## src/rtl/i2ct_pkg.sv

```systemverilog
package i2ct_pkg;

  localparam int BYTE_W = 8;

  typedef enum logic [2:0] {
    ST_IDLE,
    ST_RXD,
    ST_ACK1,
    ST_ACK2,
    ST_TX,
    ST_MACK,
    ST_IGN
  } eng_state_t;

  typedef enum logic [1:0] {
    K_ADDR,
    K_PTR,
    K_DATA
  } byte_kind_t;

endpackage

```

## src/rtl/i2ct_linesync.sv

```systemverilog
module i2ct_linesync #(
  parameter int STAGES = 2
) (
  input  logic clk,
  input  logic rst_n,
  input  logic scl_i,
  input  logic sda_i,
  output logic sda_s,
  output logic scl_rise,
  output logic scl_fall,
  output logic start_det,
  output logic stop_det
);

  // bit 1 = SCL, bit 0 = SDA; idle bus is high
  logic [1:0] raw;
  logic [1:0] chain [STAGES];
  logic [1:0] line_s;
  logic [1:0] line_p;
  logic       scl_s;
  logic       scl_p;
  logic       sda_p;

  assign raw = {scl_i, sda_i};

  for (genvar g = 0; g < STAGES; g++) begin : g_stage
    if (g == 0) begin : g_first
      always_ff @(posedge clk or negedge rst_n) begin
        if (!rst_n) chain[g] <= 2'b11;
        else        chain[g] <= raw;
      end
    end else begin : g_next
      always_ff @(posedge clk or negedge rst_n) begin
        if (!rst_n) chain[g] <= 2'b11;
        else        chain[g] <= chain[g-1];
      end
    end
  end

  assign line_s = chain[STAGES-1];

  always_ff @(posedge clk or negedge rst_n) begin
    if (!rst_n) line_p <= 2'b11;
    else        line_p <= line_s;
  end

  assign scl_s = line_s[1];
  assign sda_s = line_s[0];
  assign scl_p = line_p[1];
  assign sda_p = line_p[0];

  assign scl_rise  = scl_s & ~scl_p;
  assign scl_fall  = ~scl_s & scl_p;
  assign start_det = scl_s & scl_p & sda_p & ~sda_s;
  assign stop_det  = scl_s & scl_p & ~sda_p & sda_s;

endmodule

```

## src/rtl/i2ct_pointer.sv

```systemverilog
module i2ct_pointer #(
  parameter int AW = 7
) (
  input  logic          clk,
  input  logic          rst_n,
  input  logic          load,
  input  logic [7:0]    load_byte,
  input  logic          step,
  output logic [AW-1:0] ptr,
  output logic          incr
);

  localparam logic [AW-1:0] ONE = {{(AW-1){1'b0}}, 1'b1};

  logic [AW-1:0] ptr_q, ptr_n;
  logic          incr_q, incr_n;

  always_comb begin
    ptr_n  = ptr_q;
    incr_n = incr_q;
    if (load) begin
      ptr_n  = load_byte[AW-1:0];
      incr_n = load_byte[7];
    end else if (step && incr_q) begin
      ptr_n = ptr_q + ONE;
    end
  end

  always_ff @(posedge clk or negedge rst_n) begin
    if (!rst_n) begin
      ptr_q  <= '0;
      incr_q <= 1'b0;
    end else begin
      ptr_q  <= ptr_n;
      incr_q <= incr_n;
    end
  end

  assign ptr  = ptr_q;
  assign incr = incr_q;

  // fixed pointer when auto-increment is off
  p_hold_fixed_r8: assert property (@(posedge clk) disable iff (!rst_n)
    (step && !load && !incr_q) |=> $stable(ptr_q));

  // top register wraps to zero
  p_wrap_top_r9: assert property (@(posedge clk) disable iff (!rst_n)
    (step && !load && incr_q && (ptr_q == {AW{1'b1}})) |=> (ptr_q == '0));

endmodule

```

## src/rtl/i2ct_regs.sv

```systemverilog
module i2ct_regs #(
  parameter int AW = 7,
  parameter int DW = 8
) (
  input  logic          clk,
  input  logic          rst_n,
  input  logic          wr_en,
  input  logic [AW-1:0] waddr,
  input  logic [DW-1:0] wdata,
  input  logic [AW-1:0] raddr,
  output logic [DW-1:0] rdata
);

  localparam int DEPTH = 1 << AW;

  logic [DW-1:0] mem [DEPTH];

  always_ff @(posedge clk) begin
    if (wr_en) mem[waddr] <= wdata;
  end

  assign rdata = mem[raddr];

  // an accepted data byte is held by the addressed register
  p_write_lands_r5: assert property (@(posedge clk) disable iff (!rst_n)
    wr_en |=> (mem[$past(waddr)] == $past(wdata)));

endmodule

```

## src/rtl/i2ct_engine.sv

```systemverilog
module i2ct_engine
  import i2ct_pkg::*;
(
  input  logic              clk,
  input  logic              rst_n,
  input  logic              sda_s,
  input  logic              scl_rise,
  input  logic              scl_fall,
  input  logic              start_det,
  input  logic              stop_det,
  input  logic [6:0]        dev_addr,
  input  logic [BYTE_W-1:0] rd_data,
  output logic              ptr_load,
  output logic              ptr_step,
  output logic              wr_en,
  output logic [BYTE_W-1:0] rx_byte,
  output logic              sda_oe
);

  eng_state_t        state_q, state_n;
  byte_kind_t        kind_q, kind_n;
  logic [3:0]        cnt_q, cnt_n;
  logic [BYTE_W-1:0] sh_q, sh_n;
  logic              rw_q, rw_n;
  logic              oe_q, oe_n;
  logic              mack_q, mack_n;

  assign rx_byte = {sh_q[BYTE_W-2:0], sda_s};

  always_comb begin
    state_n  = state_q;
    kind_n   = kind_q;
    cnt_n    = cnt_q;
    sh_n     = sh_q;
    rw_n     = rw_q;
    oe_n     = oe_q;
    mack_n   = mack_q;
    ptr_load = 1'b0;
    ptr_step = 1'b0;
    wr_en    = 1'b0;

    if (stop_det) begin
      state_n = ST_IDLE;
      oe_n    = 1'b0;
    end else if (start_det) begin
      state_n = ST_RXD;
      kind_n  = K_ADDR;
      cnt_n   = 4'd0;
      oe_n    = 1'b0;
    end else begin
      case (state_q)
        ST_RXD: begin
          if (scl_rise) begin
            sh_n  = rx_byte;
            cnt_n = cnt_q + 4'd1;
            if (cnt_q == 4'd7) begin
              state_n = ST_ACK1;
              case (kind_q)
                K_ADDR: begin
                  if (rx_byte[7:1] == dev_addr) rw_n = rx_byte[0];
                  else                          state_n = ST_IGN;
                end
                K_PTR:   ptr_load = 1'b1;
                default: begin
                  wr_en    = 1'b1;
                  ptr_step = 1'b1;
                end
              endcase
            end
          end
        end
        ST_ACK1: begin
          if (scl_fall) begin
            oe_n    = 1'b1;
            state_n = ST_ACK2;
          end
        end
        ST_ACK2: begin
          if (scl_fall) begin
            cnt_n = 4'd0;
            if (kind_q == K_ADDR && rw_q) begin
              state_n  = ST_TX;
              oe_n     = ~rd_data[7];
              sh_n     = {rd_data[6:0], 1'b0};
              ptr_step = 1'b1;
            end else begin
              state_n = ST_RXD;
              oe_n    = 1'b0;
              kind_n  = (kind_q == K_ADDR) ? K_PTR : K_DATA;
            end
          end
        end
        ST_TX: begin
          if (scl_rise) begin
            cnt_n = cnt_q + 4'd1;
          end else if (scl_fall) begin
            if (cnt_q == 4'd8) begin
              oe_n    = 1'b0;
              state_n = ST_MACK;
            end else begin
              oe_n = ~sh_q[7];
              sh_n = {sh_q[6:0], 1'b0};
            end
          end
        end
        ST_MACK: begin
          if (scl_rise) begin
            mack_n = ~sda_s;
          end else if (scl_fall) begin
            if (mack_q) begin
              state_n  = ST_TX;
              cnt_n    = 4'd0;
              oe_n     = ~rd_data[7];
              sh_n     = {rd_data[6:0], 1'b0};
              ptr_step = 1'b1;
            end else begin
              state_n = ST_IGN;
              oe_n    = 1'b0;
            end
          end
        end
        default: ;
      endcase
    end
  end

  always_ff @(posedge clk or negedge rst_n) begin
    if (!rst_n) begin
      state_q <= ST_IDLE;
      kind_q  <= K_ADDR;
      cnt_q   <= 4'd0;
      sh_q    <= '0;
      rw_q    <= 1'b0;
      oe_q    <= 1'b0;
      mack_q  <= 1'b0;
    end else begin
      state_q <= state_n;
      kind_q  <= kind_n;
      cnt_q   <= cnt_n;
      sh_q    <= sh_n;
      rw_q    <= rw_n;
      oe_q    <= oe_n;
      mack_q  <= mack_n;
    end
  end

  assign sda_oe = oe_q;

  // SDA is held low while the ninth clock is high
  p_ack_held_r4: assert property (@(posedge clk) disable iff (!rst_n)
    (state_q == ST_ACK2 && scl_rise) |-> oe_q);

  // nothing is driven once the target has dropped out
  p_ignore_quiet_r10: assert property (@(posedge clk) disable iff (!rst_n)
    (state_q == ST_IGN) |-> !oe_q);

endmodule

```

## src/rtl/i2c_regfile_target.sv

```systemverilog
module i2c_regfile_target #(
  parameter int         REG_AW      = 7,
  parameter int         SYNC_STAGES = 2,
  parameter logic [6:0] DEV_BASE    = 7'b1001010
) (
  input  logic clk,
  input  logic rst_n,
  input  logic scl_i,
  input  logic sda_i,
  output logic sda_oe_o,
  input  logic strap0_i,
  input  logic strap1_i
);

  import i2ct_pkg::*;

  logic [1:0]        rst_pipe;
  logic              rst_int_n;
  logic              taken_q;
  logic [1:0]        strap_q;
  logic [6:0]        dev_addr;
  logic              sda_s, scl_rise, scl_fall, start_det, stop_det;
  logic              ptr_load, ptr_step, wr_en, ptr_incr;
  logic [BYTE_W-1:0] rx_byte, rd_data;
  logic [REG_AW-1:0] ptr;

  // asynchronous assert, synchronous release
  always_ff @(posedge clk or negedge rst_n) begin
    if (!rst_n) rst_pipe <= 2'b00;
    else        rst_pipe <= {rst_pipe[0], 1'b1};
  end
  assign rst_int_n = rst_pipe[1];

  // one-time strap capture after reset release
  always_ff @(posedge clk or negedge rst_int_n) begin
    if (!rst_int_n) begin
      taken_q <= 1'b0;
      strap_q <= 2'b00;
    end else if (!taken_q) begin
      taken_q <= 1'b1;
      strap_q <= {strap1_i, strap0_i};
    end
  end

  assign dev_addr = DEV_BASE ^ {5'b00000, strap_q};

  i2ct_linesync #(.STAGES(SYNC_STAGES)) u_sync (
    .clk       (clk),
    .rst_n     (rst_int_n),
    .scl_i     (scl_i),
    .sda_i     (sda_i),
    .sda_s     (sda_s),
    .scl_rise  (scl_rise),
    .scl_fall  (scl_fall),
    .start_det (start_det),
    .stop_det  (stop_det)
  );

  i2ct_engine u_engine (
    .clk       (clk),
    .rst_n     (rst_int_n),
    .sda_s     (sda_s),
    .scl_rise  (scl_rise),
    .scl_fall  (scl_fall),
    .start_det (start_det),
    .stop_det  (stop_det),
    .dev_addr  (dev_addr),
    .rd_data   (rd_data),
    .ptr_load  (ptr_load),
    .ptr_step  (ptr_step),
    .wr_en     (wr_en),
    .rx_byte   (rx_byte),
    .sda_oe    (sda_oe_o)
  );

  i2ct_pointer #(.AW(REG_AW)) u_ptr (
    .clk       (clk),
    .rst_n     (rst_int_n),
    .load      (ptr_load),
    .load_byte (rx_byte),
    .step      (ptr_step),
    .ptr       (ptr),
    .incr      (ptr_incr)
  );

  i2ct_regs #(.AW(REG_AW), .DW(BYTE_W)) u_regs (
    .clk   (clk),
    .rst_n (rst_int_n),
    .wr_en (wr_en),
    .waddr (ptr),
    .wdata (rx_byte),
    .raddr (ptr),
    .rdata (rd_data)
  );

  // the answered address never moves after capture
  p_addr_frozen_r2: assert property (@(posedge clk) disable iff (!rst_int_n)
    $past(taken_q) |-> $stable(dev_addr));

  // SDA drive only moves while the pad SCL is low
  p_sda_scl_low_r11: assert property (@(posedge clk) disable iff (!rst_int_n)
    !$stable(sda_oe_o) |-> !scl_i);

endmodule

```

## config.mk

```make
export PLATFORM = sky130hd
export DESIGN_NAME = i2c_regfile_target
export DESIGN_NICKNAME = d
export VERILOG_FILES = /design/src/rtl/i2ct_pkg.sv /design/src/rtl/i2ct_linesync.sv /design/src/rtl/i2ct_pointer.sv /design/src/rtl/i2ct_regs.sv /design/src/rtl/i2ct_engine.sv /design/src/rtl/i2c_regfile_target.sv
export SDC_FILE = /design/constraint.sdc
export NUM_CORES = 1
export LEC_CHECK = 0
export ABC_AREA = 1
export BUFFER_PORTS_ARGS = -buffer_cell sky130_fd_sc_hd__buf_2
export CAP_MARGIN = 20
export CORE_ASPECT_RATIO = 2
export CORE_MARGIN = 5
export CORE_UTILIZATION = 40
export DETAILED_ROUTE_END_ITERATION = 8
export HOLD_SLACK_MARGIN = 0.08
export SYNTH_ARGS = -nofsm -noshare
export SYNTH_HDL_FRONTEND = slang
export SYNTH_SLANG_ARGS = --single-unit
export TNS_END_PERCENT = 30
```

## constraint.sdc

```tcl
create_clock -name clk -period 1.7 [get_ports clk]
set_input_delay 0.085 -clock clk [delete_from_list [all_inputs] [get_ports clk]]
set_output_delay 0.085 -clock clk [all_outputs]
set_load 0.02 [all_outputs]
```

==> impl_metrics.csv <==
group,metric,value,unit
run_status,status,"finished, violations left",
run_status,failed_checks,"setup timing",
worst_setup_path,crit_path_top_delay_cell,"dfrtp_4",
drt,wl_per_cell,19.9,microns
die,placeableCoreArea,116000,sq um
drt,drt_iter0_markers,2016,
worst_setup_path,timing_worst_setup_path_type,"flop to flop",
cts,cts.clk_slew.worst_paths,70,ps
pwr,clock_power_share,0.349,
place,placement.cell_area,52100,sq um
yosys,synth_top_area_cell,"edfxtp_1",
cts,clk_root_buffer_cell,"clkbuf_16",
yosys,synthMostInstantiatedCell,"nand2_1",
worst_setup_path,crit_path_max_fanout,14,
place,post-dp-hpwl,83200,microns
timing,final_hold_violating_endpoints,0,
die,design.die.area,124000,sq um
die,die_x,251,microns
drt,route.antenna.remaining_nets,0,
global_routing,global_route_wire_length_before_repair,191000,microns
timing,period_minus_slack,2470,ps
timing,slew_viols_final,0,
yosys,synthDominantCellAreaShare,0.661,
place,port_buffers,6,
timing,max_slew.worst_pin.slew,899,ps
worst_setup_path,crit_path_cell_trace,"buf_12, buf_4, or2_2, nand3_1, nand2_1, nor2_1, nor2_1, nor2_1, nand2_2, nand2_1, nand2_1, o21ai_1, a21oi_1",
job,drv_cap,0,
pwr,p_comb_frac,0.111,
pwr,p_seq_frac,0.540,
yosys,post_synthesis_area_per_instance,10.2,sq um
pwr,vdd_drop_max,1.05,mV
timing,fin_skew,24.4,ps
worst_setup_path,worstPathBufferInverterCount,2,
yosys,synth-seq-cells,1063,
worst_setup_path,slowest_delay,590,ps
yosys,netlist-cell-type-count,37,
pwr,p_leak,0.0239,uW
worst_setup_path,timing.critical_path.to_type,"flop",
yosys,post_synth_main_area_contributors,"edfxtp_1 66%, nand2_1 10%, inv_1 6.1%, nor2_1 4.6%, nand3_1 4.2%",
die,starting_utilization_of_the_core_area,0.401,
place,dpl.cell_count,6357,
yosys,postSynthCellCount,4577,
worst_setup_path,critical-path-top-delay-family,"simple AND/OR/NAND/NOR gates",
drt,dr_total_vias,31900,
pwr,netSwitchingFraction,0.252,
pwr,p_int,44500,uW
yosys,yosysWarningCount,0,
global_routing,first_global_vias,32000,
worst_setup_path,worstPathArrival,3040,ps
layout,area_delta_synth_final,23.5,%
die,die_h,492,microns
timing,fin_hold_ws,169,ps
worst_setup_path,critPathLaunchType,"flop",
timing,finalSetupViolCount,1049,
pwr,total_power,59500,uW
yosys,netlist_area,46500,sq um
layout,final_nets,4993,
cts,h-tree-depth,3,
yosys,synth_enable_flop_cells,1024,
timing,max_freq,0.405,GHz
global_routing,grt_antenna_before_repair,1,
worst_setup_path,reg2reg_setup_slack,-770,ps
die,floorplan.rows,177,
cts,clock_insertion_delay_worst_skew,700,ps
timing,final_min_period_over_clock_period,1.45,
hold_path,hold_path.class,"input port to flop",
drt,drt-vias-per-instance,4.86,
worst_setup_path,crit_required,2270,ps
layout,drive_gt1_frac,0.200,
global_routing,groute.usage.overall,0.205,
drt,detail_route.drc_violations,0,
drt,total_wirelength,131000,microns
timing,finalWorstSetupSlack,-771,ps
layout,final.fill_count,10400,
timing,slew_headroom,0.401,
cts,maximum_buffer_depth_of_the_clock_tree,3,
cts,cts_buffers,87,
yosys,synth_commonest_cells,"1295 x nand2_1, 1024 x edfxtp_1, 757 x inv_1, 569 x nor2_1, 388 x nand3_1",
yosys,synthArstFlopShare,0.0367,
layout,layout.cell_area.non_filler,57400,sq um
die,boundaryPins,7,
yosys,seq_area_frac_synth,0.682,
timing,rsz0062_at_grt,"true",
cts,clock_sinks,1063,
pwr,power.switching,15000,uW
pwr,power_density,1040,nW/um^2
yosys,ys.flop_type,"edfxtp_1",
drt,drt_pass_1_iters,5,
global_routing,gr_overflow_total,0,
layout,final_cells,6578,
global_routing,largest_net_degree_at_the_start_of_global_routing,132,
place,gp_congestion,0.884,
cts,clock_tree_from_tritoncts,"yes",
-- path summary, 6_finish.rpt --
path,startpoint,endpoint,depth (start not counted)
max,u_ptr.ptr[0],u_engine.sh_q[4],13
min,strap1_i,strap_q[1],3
max reg2reg,u_ptr.ptr[0],u_engine.sh_q[4],13
min reg2reg,rst_pipe[1],u_sync.chain[2],0
max in group asynchronous,rst_pipe[1],u_sync.line_p[1],1
min in group asynchronous,rst_n,rst_pipe[0],3
-- power by group through the flow --
stage | sequential (uW) | clock [uW] | combinational (uW)
6_report | 32100 | 20800 | 6630
3_3_place_gp | 32700 | 0 | 6410
4_1_cts | 32100 | 21200 | 6520
2_1_floorplan | 34100 | 0 | 1020
3_5_place_dp | 32700 | 0 | 6490
5_1_grt | 32100 | 22200 | 6990
-- worst reg2reg max path: stages (launching register included) --
cell,delay (ps)
dfrtp_4,590
buf_12,200
buf_4,190
or2_2,300
nand3_1,70
nand2_1,120
nor2_1,120
nor2_1,50
nor2_1,160
nand2_2,140
nand2_1,130
nand2_1,80
o21ai_1,140
a21oi_1,80
-- stage by stage --
stage	util	setup WS, ps	setup TNS (ps)
floorplan	-	-594	-564990
global placement	0.449	-971	-633230
detailed placement	0.449	-937	-660600
CTS	0.485	-716	-487020
global route	0.495	-832	-604960
finish	0.495	-771	-515550
-- cell families after synthesis --
logic type,Yosys count,synth area share
compound gates,139,0.0184
xor+xnor,6,0.00113
fa+ha+maj,3,0.000807
buf+inv,953,0.0829
flops,1063,0.682
mux,3,0.000700
other cells,1,0.0000806
simple gates,2409,0.214
-- state kept, by name, indices dropped and copies added (netlist names) --
| name | count |
|---|---|
| u_regs.mem | 1024 |
| u_engine.sh_q | 8 |
| u_ptr.ptr | 7 |
| u_engine.cnt_q | 4 |
| u_engine.state_q | 3 |
| rst_pipe | 2 |
| strap_q | 2 |
| u_engine.kind_q | 2 |
| u_sync.chain | 2 |
| u_sync.line_p | 2 |
| u_sync.line_s | 2 |
| taken_q | 1 |
| u_engine.mack_q | 1 |
| u_engine.rw_q | 1 |
| u_engine.sda_oe | 1 |
| u_ptr.incr | 1 |
-- cell type report --
type	count	area, sq um	area share
flip-flops and latches	1063	31800	0.553
diodes	1	2.50	0.0000436
well taps	1521	1900	0.0331
clock inverters	56	606	0.0105
repair buffers	509	5770	0.100
multi-input cells	2562	12200	0.213
clock buffers	105	2290	0.0398
inverters	761	2870	0.0500
-- cell usage in the layout (no fill, tap or decap), drive strengths merged --
master,instances
dlygate4sd3,8
o22ai,1
nor3,15
o21ai,58
bufinv,10
conb,2
nor4,3
mux2i,1
or2,125
buf,491
dfstp,6
clkinvlp,7
bufbuf,3
mux2,2
a21oi,22
edfxtp,1024
nand3,388
o221ai,4
nand2,1296
dfrtp,33
o211ai,53
clkinv,30
diode,1
ha,3
nand4,6
nor2,576
inv,770
xor2,6
clkbuf,112
a22oi,1
-- per-layer routing --
layer | vias to the layer above | track usage | routed length, microns
li1 | 15400 | - | -
met1 | 15500 | 0.212 | 45500
met2 | 783 | 0.405 | 74100
met3 | 281 | 0.0251 | 4740
met4 | 0 | 0.0943 | 6530
met5 | - | 0 | 0
-- repair_timing --
item | CTS | global route
pin swaps | 32 | 58
setup buffers | 23 | 23
endpoints found under the setup margin | 1050 | 1052
cloned | 4 | 6
resized for setup | 235 | 230
hold buffers | 8 | 0
hold endpoints to repair | 6 | 0
No activity file was read; power rests on OpenSTA's default activity.
